$ cat src/rtl/byte_cmd_pkg.sv
package byte_cmd_pkg;
    localparam int BYTE_W = 8;
    typedef logic [BYTE_W-1:0] byte_t;
endpackage

$ cat src/rtl/cmd_byte_counter.sv
module cmd_byte_counter
    import byte_cmd_pkg::*;
#(
    parameter int FRAME_BYTES = 6
) (
    input  logic clk,
    input  logic rst,
    input  logic stb_i,
    output logic take_o,
    output logic [$clog2(FRAME_BYTES)-1:0] lane_o,
    output logic last_o
);
    localparam int POS_W = $clog2(FRAME_BYTES);
    localparam logic [POS_W-1:0] LAST_POS = POS_W'(FRAME_BYTES - 1);

    typedef struct packed {
        logic             busy;
        logic [POS_W-1:0] pos;
    } cnt_t;

    cnt_t cnt_d, cnt_q;

    always_comb begin
        cnt_d  = cnt_q;
        take_o = stb_i | cnt_q.busy;
        lane_o = stb_i ? '0 : cnt_q.pos;
        last_o = take_o && (lane_o == LAST_POS);
        if (stb_i) begin
            cnt_d.busy = 1'b1;
            cnt_d.pos  = POS_W'(1);
        end else if (cnt_q.busy) begin
            if (cnt_q.pos == LAST_POS) begin
                cnt_d.busy = 1'b0;
                cnt_d.pos  = '0;
            end else begin
                cnt_d.pos = cnt_q.pos + POS_W'(1);
            end
        end
    end

    always_ff @(posedge clk or posedge rst) begin
        if (rst) cnt_q <= '0;
        else     cnt_q <= cnt_d;
    end

    p_restart_r7: assert property (@(posedge clk) disable iff (rst)
        stb_i |=> (cnt_q.busy && cnt_q.pos == POS_W'(1)));

    p_idle_r8: assert property (@(posedge clk) disable iff (rst)
        (!stb_i && !cnt_q.busy) |=> !cnt_q.busy);
endmodule

$ cat src/rtl/cmd_frame_collect.sv
module cmd_frame_collect
    import byte_cmd_pkg::*;
#(
    parameter int FRAME_BYTES = 6
) (
    input  logic clk,
    input  logic rst,
    input  logic take_i,
    input  logic [$clog2(FRAME_BYTES)-1:0] lane_i,
    input  byte_t byte_i,
    output logic [FRAME_BYTES*BYTE_W-1:0] frame_o
);
    localparam int POS_W = $clog2(FRAME_BYTES);

    for (genvar g = 0; g < FRAME_BYTES; g++) begin : g_lane
        byte_t lane_d, lane_q;
        logic  hit;

        always_comb begin
            hit    = take_i && (lane_i == POS_W'(g));
            lane_d = hit ? byte_i : lane_q;
            frame_o[g*BYTE_W +: BYTE_W] = lane_d;
        end

        always_ff @(posedge clk or posedge rst) begin
            if (rst) lane_q <= '0;
            else     lane_q <= lane_d;
        end
    end
endmodule

$ cat src/rtl/cmd_addr_match.sv
module cmd_addr_match #(
    parameter int          ADDR_W    = 16,
    parameter logic [15:0] BASE_ADDR = 16'h0120,
    parameter logic [15:0] ADDR_MASK = 16'h03F0
) (
    input  logic [ADDR_W-1:0] addr_i,
    output logic              hit_o
);
    localparam logic [ADDR_W-1:0] MASK_W = ADDR_W'(ADDR_MASK);
    localparam logic [ADDR_W-1:0] BASE_M = ADDR_W'(BASE_ADDR) & MASK_W;

    always_comb hit_o = ((addr_i & MASK_W) == BASE_M);
endmodule

$ cat src/rtl/byte_cmd_deser.sv
module byte_cmd_deser
    import byte_cmd_pkg::*;
#(
    parameter logic [15:0] BASE_ADDR  = 16'h0120,
    parameter logic [15:0] ADDR_MASK  = 16'h03F0,
    parameter int          ADDR_BYTES = 2,
    parameter int          DATA_BYTES = 4,
    parameter int          SEL_W      = 4
) (
    input  logic                         clk,
    input  logic                         rst,
    input  logic [7:0]                   cmd_byte_i,
    input  logic                         cmd_stb_i,
    output logic [SEL_W-1:0]             reg_sel_o,
    output logic [DATA_BYTES*BYTE_W-1:0] reg_data_o,
    output logic                         reg_we_o
);
    localparam int ADDR_W      = ADDR_BYTES * BYTE_W;
    localparam int DATA_W      = DATA_BYTES * BYTE_W;
    localparam int FRAME_BYTES = ADDR_BYTES + DATA_BYTES;
    localparam int POS_W       = $clog2(FRAME_BYTES);

    typedef struct packed {
        logic [SEL_W-1:0]  sel;
        logic [DATA_W-1:0] data;
        logic              we;
    } out_t;

    out_t out_d, out_q;

    logic                          take_w, last_w, hit_w;
    logic [POS_W-1:0]              lane_w;
    logic [FRAME_BYTES*BYTE_W-1:0] frame_w;
    logic [ADDR_W-1:0]             addr_w;
    logic [DATA_W-1:0]             data_w;

    cmd_byte_counter #(.FRAME_BYTES(FRAME_BYTES)) u_cnt (
        .clk(clk), .rst(rst), .stb_i(cmd_stb_i),
        .take_o(take_w), .lane_o(lane_w), .last_o(last_w)
    );

    cmd_frame_collect #(.FRAME_BYTES(FRAME_BYTES)) u_col (
        .clk(clk), .rst(rst), .take_i(take_w), .lane_i(lane_w),
        .byte_i(cmd_byte_i), .frame_o(frame_w)
    );

    assign addr_w = frame_w[ADDR_W-1:0];
    assign data_w = frame_w[ADDR_W +: DATA_W];

    cmd_addr_match #(.ADDR_W(ADDR_W), .BASE_ADDR(BASE_ADDR), .ADDR_MASK(ADDR_MASK)) u_match (
        .addr_i(addr_w), .hit_o(hit_w)
    );

    always_comb begin
        out_d    = out_q;
        out_d.we = 1'b0;
        if (last_w && hit_w) begin
            out_d.sel  = addr_w[SEL_W-1:0];
            out_d.data = data_w;
            out_d.we   = 1'b1;
        end
    end

    always_ff @(posedge clk or posedge rst) begin
        if (rst) out_q <= '0;
        else     out_q <= out_d;
    end

    assign reg_sel_o  = out_q.sel;
    assign reg_data_o = out_q.data;
    assign reg_we_o   = out_q.we;

    p_pulse_r5: assert property (@(posedge clk) disable iff (rst)
        reg_we_o |=> !reg_we_o);

    p_we_cause_r5: assert property (@(posedge clk) disable iff (rst)
        $rose(reg_we_o) |-> ($past(last_w) && $past(hit_w)));

    p_miss_r6: assert property (@(posedge clk) disable iff (rst)
        (last_w && !hit_w) |=> !reg_we_o);

    p_hold_r9: assert property (@(posedge clk) disable iff (rst)
        !reg_we_o |-> ($stable(reg_sel_o) && $stable(reg_data_o)));
endmodule

$ cat config.mk
export PLATFORM = sky130hd
export DESIGN_NAME = byte_cmd_deser
export DESIGN_NICKNAME = d
export VERILOG_FILES = /design/src/rtl/byte_cmd_pkg.sv /design/src/rtl/cmd_byte_counter.sv /design/src/rtl/cmd_frame_collect.sv /design/src/rtl/cmd_addr_match.sv /design/src/rtl/byte_cmd_deser.sv
export SDC_FILE = /design/constraint.sdc
export NUM_CORES = 1
export LEC_CHECK = 0
export BUFFER_PORTS_ARGS = -buffer_cell sky130_fd_sc_hd__buf_2
export CORE_ASPECT_RATIO = 0.5
export CORE_MARGIN = 8
export CORE_UTILIZATION = 50
export DETAILED_ROUTE_END_ITERATION = 7
export PLACE_DENSITY = 0.7
export RECOVER_POWER = 50
export REMOVE_ABC_BUFFERS = 1
export SLEW_MARGIN = 20
export SYNTH_ARGS = -nofsm -noshare
export SYNTH_HDL_FRONTEND = slang
export SYNTH_SLANG_ARGS = --single-unit
$ cat constraint.sdc
create_clock -name clk -period 2.19 [get_ports clk]
set_input_delay 0.219 -clock clk [delete_from_list [all_inputs] [get_ports clk]]
set_output_delay 0.219 -clock clk [all_outputs]
set_load 0.03 [all_outputs]
; Word-level counts from Yosys, hierarchy flattened
; Index checks and enable logic that the tools add are counted.
[classes]
add_sub_neg = 1
mul = 0
div_mod_pow = 0
order_cmp = 0
eq_ne = 7
shift = 0
n_mux = 12
n_bitwise = 1
n_reduce_logical = 9
[op_table]
columns = op, count
row1 = $mux W8, 5
row2 = $eq A3 B3 Y1 const B, 3
row3 = $mux W4, 2
row4 = $logic_and A1 B1 Y1, 7
row5 = $eq A3 B2 Y1 const B, 2
row6 = $eq A6 B5 Y1 const B, 1
row7 = $mux W3, 2
row8 = $add A3 B1 Y3 const B, 1
row9 = $eq A3 B1 Y1 const B, 1
row10 = $logic_not A3 Y1, 1
row11 = $mux W1, 2
row12 = $mux W2, 1
row13 = $reduce_bool A2 Y1, 1
row14 = $or A1 B1 Y1, 1
[totals]
ff_bits = 83
latch_bits = 0
ramBits = 0
romBits = 0
input_bits = 11
wordCells = 41
mem_count = 0

; Depth between registers and ports, before layout
[depth]
word_depth = 7
ltp_mapped = 6
ltp_nobuf = 4

; By module
; A second synthesis with hierarchy kept.
[hier_totals]
hier_cells = 210
area_unflattened_um2 = 3590.9
[by_module_without_submodules]
columns = module, instances, cells_per_inst, area_per_inst_um2, seq_area_each_um2
row1 = cmd_frame_collect, 1, 107, 1839.3, 1201.2
row2 = byte_cmd_deser, 1, 79, 1492.7, 925.9
row3 = cmd_byte_counter, 1, 22, 237.7, 100.1
row4 = cmd_addr_match, 1, 2, 21.3, 0.0

; Worst setup path after synthesis
; OpenSTA, ideal clock, no wires.
[synth_timing]
path_type = flip-flop to flip-flop
startpoint = register u_col.g_lane[0].lane_q[6]
endpoint = register out_q, in the netlist reg_data_o[0]
setup_time_ps = 125
arrival_time_ps = 2007
path_slack_ps = 58
path_stages_with_launch = 6
path_cell_list = dfrtp_1 > or4b_1 > or3_1 > a21oi_4 > buf_6 > mux2_2
[synth_between]
elab_chain_len = 3
[synth_rtl]
columns = item, line
row1 = start: declaration, cmd_frame_collect.sv:16  ; byte_t lane_d, lane_q;
row2 = start signal: assignment, cmd_frame_collect.sv:27  ; else lane_q <= lane_d;
row3 = $mux W8, cmd_frame_collect.sv:21  ; lane_d = hit ? byte_i : lane_q;
row4 = $eq A6 B5 Y1, cmd_addr_match.sv:12  ; always_comb hit_o = ((addr_i & MASK_W) == BASE_M);
row5 = $logic_and A1 B1 Y1, byte_cmd_deser.sv:57  ; if (last_w && hit_w) begin
row6 = end signal: assignment, byte_cmd_deser.sv:66  ; else out_q <= out_d;
row7 = end: declaration, byte_cmd_deser.sv:29  ; out_t out_d, out_q;
; Every way passes these cells.
; A chain may end at the register's enable or synchronous reset.

; Worst setup path in the final report
[layout_timing]
startpoint = register u_col.g_lane[0].lane_q[7]
endpoint = register out_q, in the netlist reg_data_o[0]
; Same word-level chain as after synthesis.

==> metrics.md <==
| Metric | Value |
|---|---|
| Hold endpoint | `u_cnt.cnt_q[1]$_DFFE_PP0P_` |
| Crit path max-delay family | `simple AND/OR/NAND/NOR gates` |
| Critical Path Sink Type | `flip-flop` |
| Most common cell after layout, fill and taps aside | `dfrtp_1` |
| Reg2Reg Launch Point | `u_col.g_lane[0].lane_q[7]$_DFF_PP0_` |
| Clock buffer depth | `2` |
| Worst VDD drop | `0.000425 V` |
| Post-synth design cell area | `0.00321 mm²` |
| CTS Sinks | `83` |
| Clock slew at reported path FFs | `60 ps` |
| Total Power | `4.32 mW` |
| Register-to-register setup slack | `6 ps` |
| Power Internal | `3.32 mW` |
| Synth Area in Adders | `0` |
| Crit-path max FO | `17` |
| CP Data Required Time | `2390 ps` |
| Worst Reg2Reg Path Length in Cells | `6` |
| Post-synth top area cell | `dfrtp_1` |
| Largest family of logic cells by synthesized area | `multiplexers` |
| Worst Hold Class | `in -> reg` |
| Largest net degree at the start of global routing | `47` |
| Cells after synthesis | `201` |
| Yosys cell types | `25` |
| Final wirelength | `6650 µm` |
| Area contributors post-synth | `dfrtp_1 65%, mux2_2 27%, buf_6 1.1%, mux2_1 0.70%, nand2_1 0.59%` |
| Die H | `72.6 µm` |
| Mux cell area share after synthesis | `0.274` |
| Crit path DAT | `2390 ps` |
| Share of layout cells above drive strength 1 | `0.541` |
| Io pins | `48` |
| Clock group share of total power | `0.393` |
| # nets final | `276` |
| CTS Buf Count | `9` |
| Critical path class | `reg -> reg` |
| Htree depth | `3` |
| Met3 Track Usage GR | `0.0598` |
| Met2 global-route usage | `0.206` |
| Final Skew | `10.1 ps` |
| CTS tree | `built` |
| Fmax | `0.458 GHz` |
| Area Growth Syn to Fin | `24.6%` |
| Net Sw Power | `996 µW` |
| Final Hold Slack | `167 ps` |
| Most frequent cells in the layout | `83 x dfrtp_1, 76 x mux2_2, 36 x buf_2` |
| Vias per cell | `5.09` |
| Reg-to-reg endpoint | `reg_data_o[0]$_DFFE_PP0P_` |
| DRC viols | `0` |
| Global Route Usage Sum | `0.142` |
| Hold Path Stages | `2` |
| Gate power share | `0.147` |
| DRT antenna net count | `0` |
| Final setup TNS | `0 ps` |
| Syn avg cell area | `15.9 µm²` |
| Antenna diodes | `0` |
| Net Sw Frac | `0.230` |
| Placer Congestion | `0.742` |
| Initial Util | `0.523` |
| Worst slew pin tran | `1130 ps` |
| CP max stage delay | `520 ps` |
| Synth Area in XOR/XNOR | `0.00273` |
| Row cnt | `20` |
| PortBufs | `47` |
| Crit-path slowest cell | `or4b_1` |
| Max-slew violation count | `0` |
| Tmin final | `2180 ps` |
| Drt first pass iters | `6` |
| Post-DP HPWL | `4310 µm` |
| Max Cap Viol | `0` |
| Slew margin rel. | `0.248` |
| Crit path buffers/inverters | `2` |
| Vias in the first global route | `1963` |
| Crit path cell chain | `or4b_1 -> or3_4 -> a21oi_4 -> buf_4 -> buf_12 -> mux2_2` |
| Area of the core | `0.00613 mm²` |
| Most used routing layer | `met2` |
| Total number of vias | `1821` |
| Die ar. | `0.00939 mm²` |
| Clock latency on the worst-skew pair | `330 ps` |
| Leak Pwr | `1.96 nW` |
| Clk root buf | `clkbuf_16` |
| Flop pwr share | `0.460` |
| First-pass GRT wire length | `10200 µm` |
| Wire per inst | `18.6 µm` |
| Setup crit start kind | `flip-flop` |
| Initial DRC count | `159` |
| Worst hold start | `cmd_stb_i` |
| Post-route clock period utilization | `0.997` |
| Status | `finished, final reports clean` |
| # setup viols final | `0` |
| Synth top area share | `0.648` |
| Ys Warns | `0` |
| Sequential fraction of the synthesis area | `0.648` |
| Pwr/cell area | `1080 mW/mm²` |
| GRT Residual Overflow | `0` |
| Met1 Usage GRT | `0.187` |
| Simple-gate portion of the synthesized area | `0.0449` |
| Die X | `129 µm` |
| Synth Area in Compound Gates | `0.0113` |
| Final hold vios | `0` |
| Initial antenna violation count | `0` |
| Synth Register Bits | `83` |
==> synth_stat cells <==
| cell type | number |
|---|---|
| buf_6 | 3 |
| or4b_1 | 1 |
| or3b_1 | 1 |
| nor2_1 | 4 |
| nor3_1 | 1 |
| nand2_1 | 5 |
| buf_2 | 1 |
| nor3_2 | 1 |
| inv_1 | 2 |
| mux2_2 | 76 |
| nand3_1 | 1 |
| a21oi_4 | 1 |
| dfrtp_1 | 83 |
| mux2_1 | 2 |
| nor3b_1 | 1 |
| nand4_1 | 2 |
| or3_1 | 1 |
| o21ai_0 | 2 |
| and3b_1 | 1 |
| xnor2_1 | 1 |
| clkbuf_1 | 4 |
| nor4b_1 | 2 |
| nor2b_1 | 2 |
| a21oi_1 | 2 |
| nand2b_1 | 1 |
==> area by class of cell <==
| cell class | count | area [µm²] |
|---|---|---|
| clock inverter | 6 | 114 |
| tap | 88 | 110 |
| clock buffer | 10 | 229 |
| timing repair buffer | 61 | 374 |
| sequential | 83 | 2080 |
| inverter | 2 | 8.76 |
| fill | 433 | 2140 |
| multi-input combinational | 108 | 1080 |
==> kinds of logic (layout without fill, tap and decap cells) <==
group / Yosys count / count (layout)
compound gates: 5 / 5
xor+xnor: 1 / 1
buf+inv: 10 / 79
flops: 83 / 83
mux: 78 / 78
simple gates: 24 / 24
==> worst max-delay path by stage <==
| stage | startpoint | slack, ps | end | cells past startpoint |
|---|---|---|---|---|
| after floorplan | u_col.g_lane[0].lane_q[6]$_DFF_PP0_ | -220 | reg_data_o[0]$_DFFE_PP0P_ | 4 |
| after global placement | u_col.g_lane[0].lane_q[6]$_DFF_PP0_ | 100 | reg_data_o[6]$_DFFE_PP0P_ | 5 |
| after detailed placement | u_col.g_lane[0].lane_q[6]$_DFF_PP0_ | 40 | reg_sel_o[2]$_DFFE_PP0P_ | 5 |
| after CTS | u_col.g_lane[0].lane_q[6]$_DFF_PP0_ | 30 | reg_data_o[31]$_DFFE_PP0P_ | 5 |
| after global routing | u_col.g_lane[0].lane_q[7]$_DFF_PP0_ | -50 | reg_data_o[0]$_DFFE_PP0P_ | 6 |
| final | u_col.g_lane[0].lane_q[7]$_DFF_PP0_ | 6 | reg_data_o[0]$_DFFE_PP0P_ | 6 |
==> worst register-to-register path, stage by stage (launching register included) <==
cell     delay [ps]
dfrtp_1         370
or4b_1          520
or3_4           350
a21oi_4         150
buf_4           150
buf_12          150
mux2_2          370
==> through the flow <==
stage | utilization | instance area (µm²) | setup WS (ps) | std cells
2_1_floorplan | - | 3150 | -223 | 193
3_3_place_gp | 0.588 | 3600 | 102 | 337
3_5_place_dp | 0.588 | 3600 | 37.8 | 337
4_1_cts | 0.645 | 3960 | 29.7 | 354
5_1_grt | 0.651 | 3990 | -47.2 | 358
6_report | 0.651 | 3990 | 6.41 | 358
==> per-layer routing <==
layer  vias up  wire length [µm]  part of all wire
met2        39              3090              0.46
li1        840                 -                 -
met1       940              3220              0.48
met4         0                34            0.0051
met5         -                 0                 0
met3         2               309             0.046
==> state kept, by name, indices dropped and copies added (netlist names) <==
name                 count
reg_we_o                 1
reg_data_o              32
u_col.g_lane.lane_q     42
u_cnt.cnt_q              4
reg_sel_o                4
==> power groups by stage <==
stage,Clock (mW),Combinational [mW],Sequential [mW]
floorplan,0,0.450,2.01
CTS,1.72,0.642,1.99
global placement,0,0.599,1.99
finish,1.70,0.635,1.99
global route,1.80,0.703,2.02
detailed placement,0,0.637,2.01
==> timing repair <==
action,CTS,global route
hold buffers,1,0
hold endpoints to repair,9,0
setup endpoints to repair,0,35
gates resized for setup,0,4
buffers inserted,0,2
Note: power is estimated with default switching activity, not from simulation.
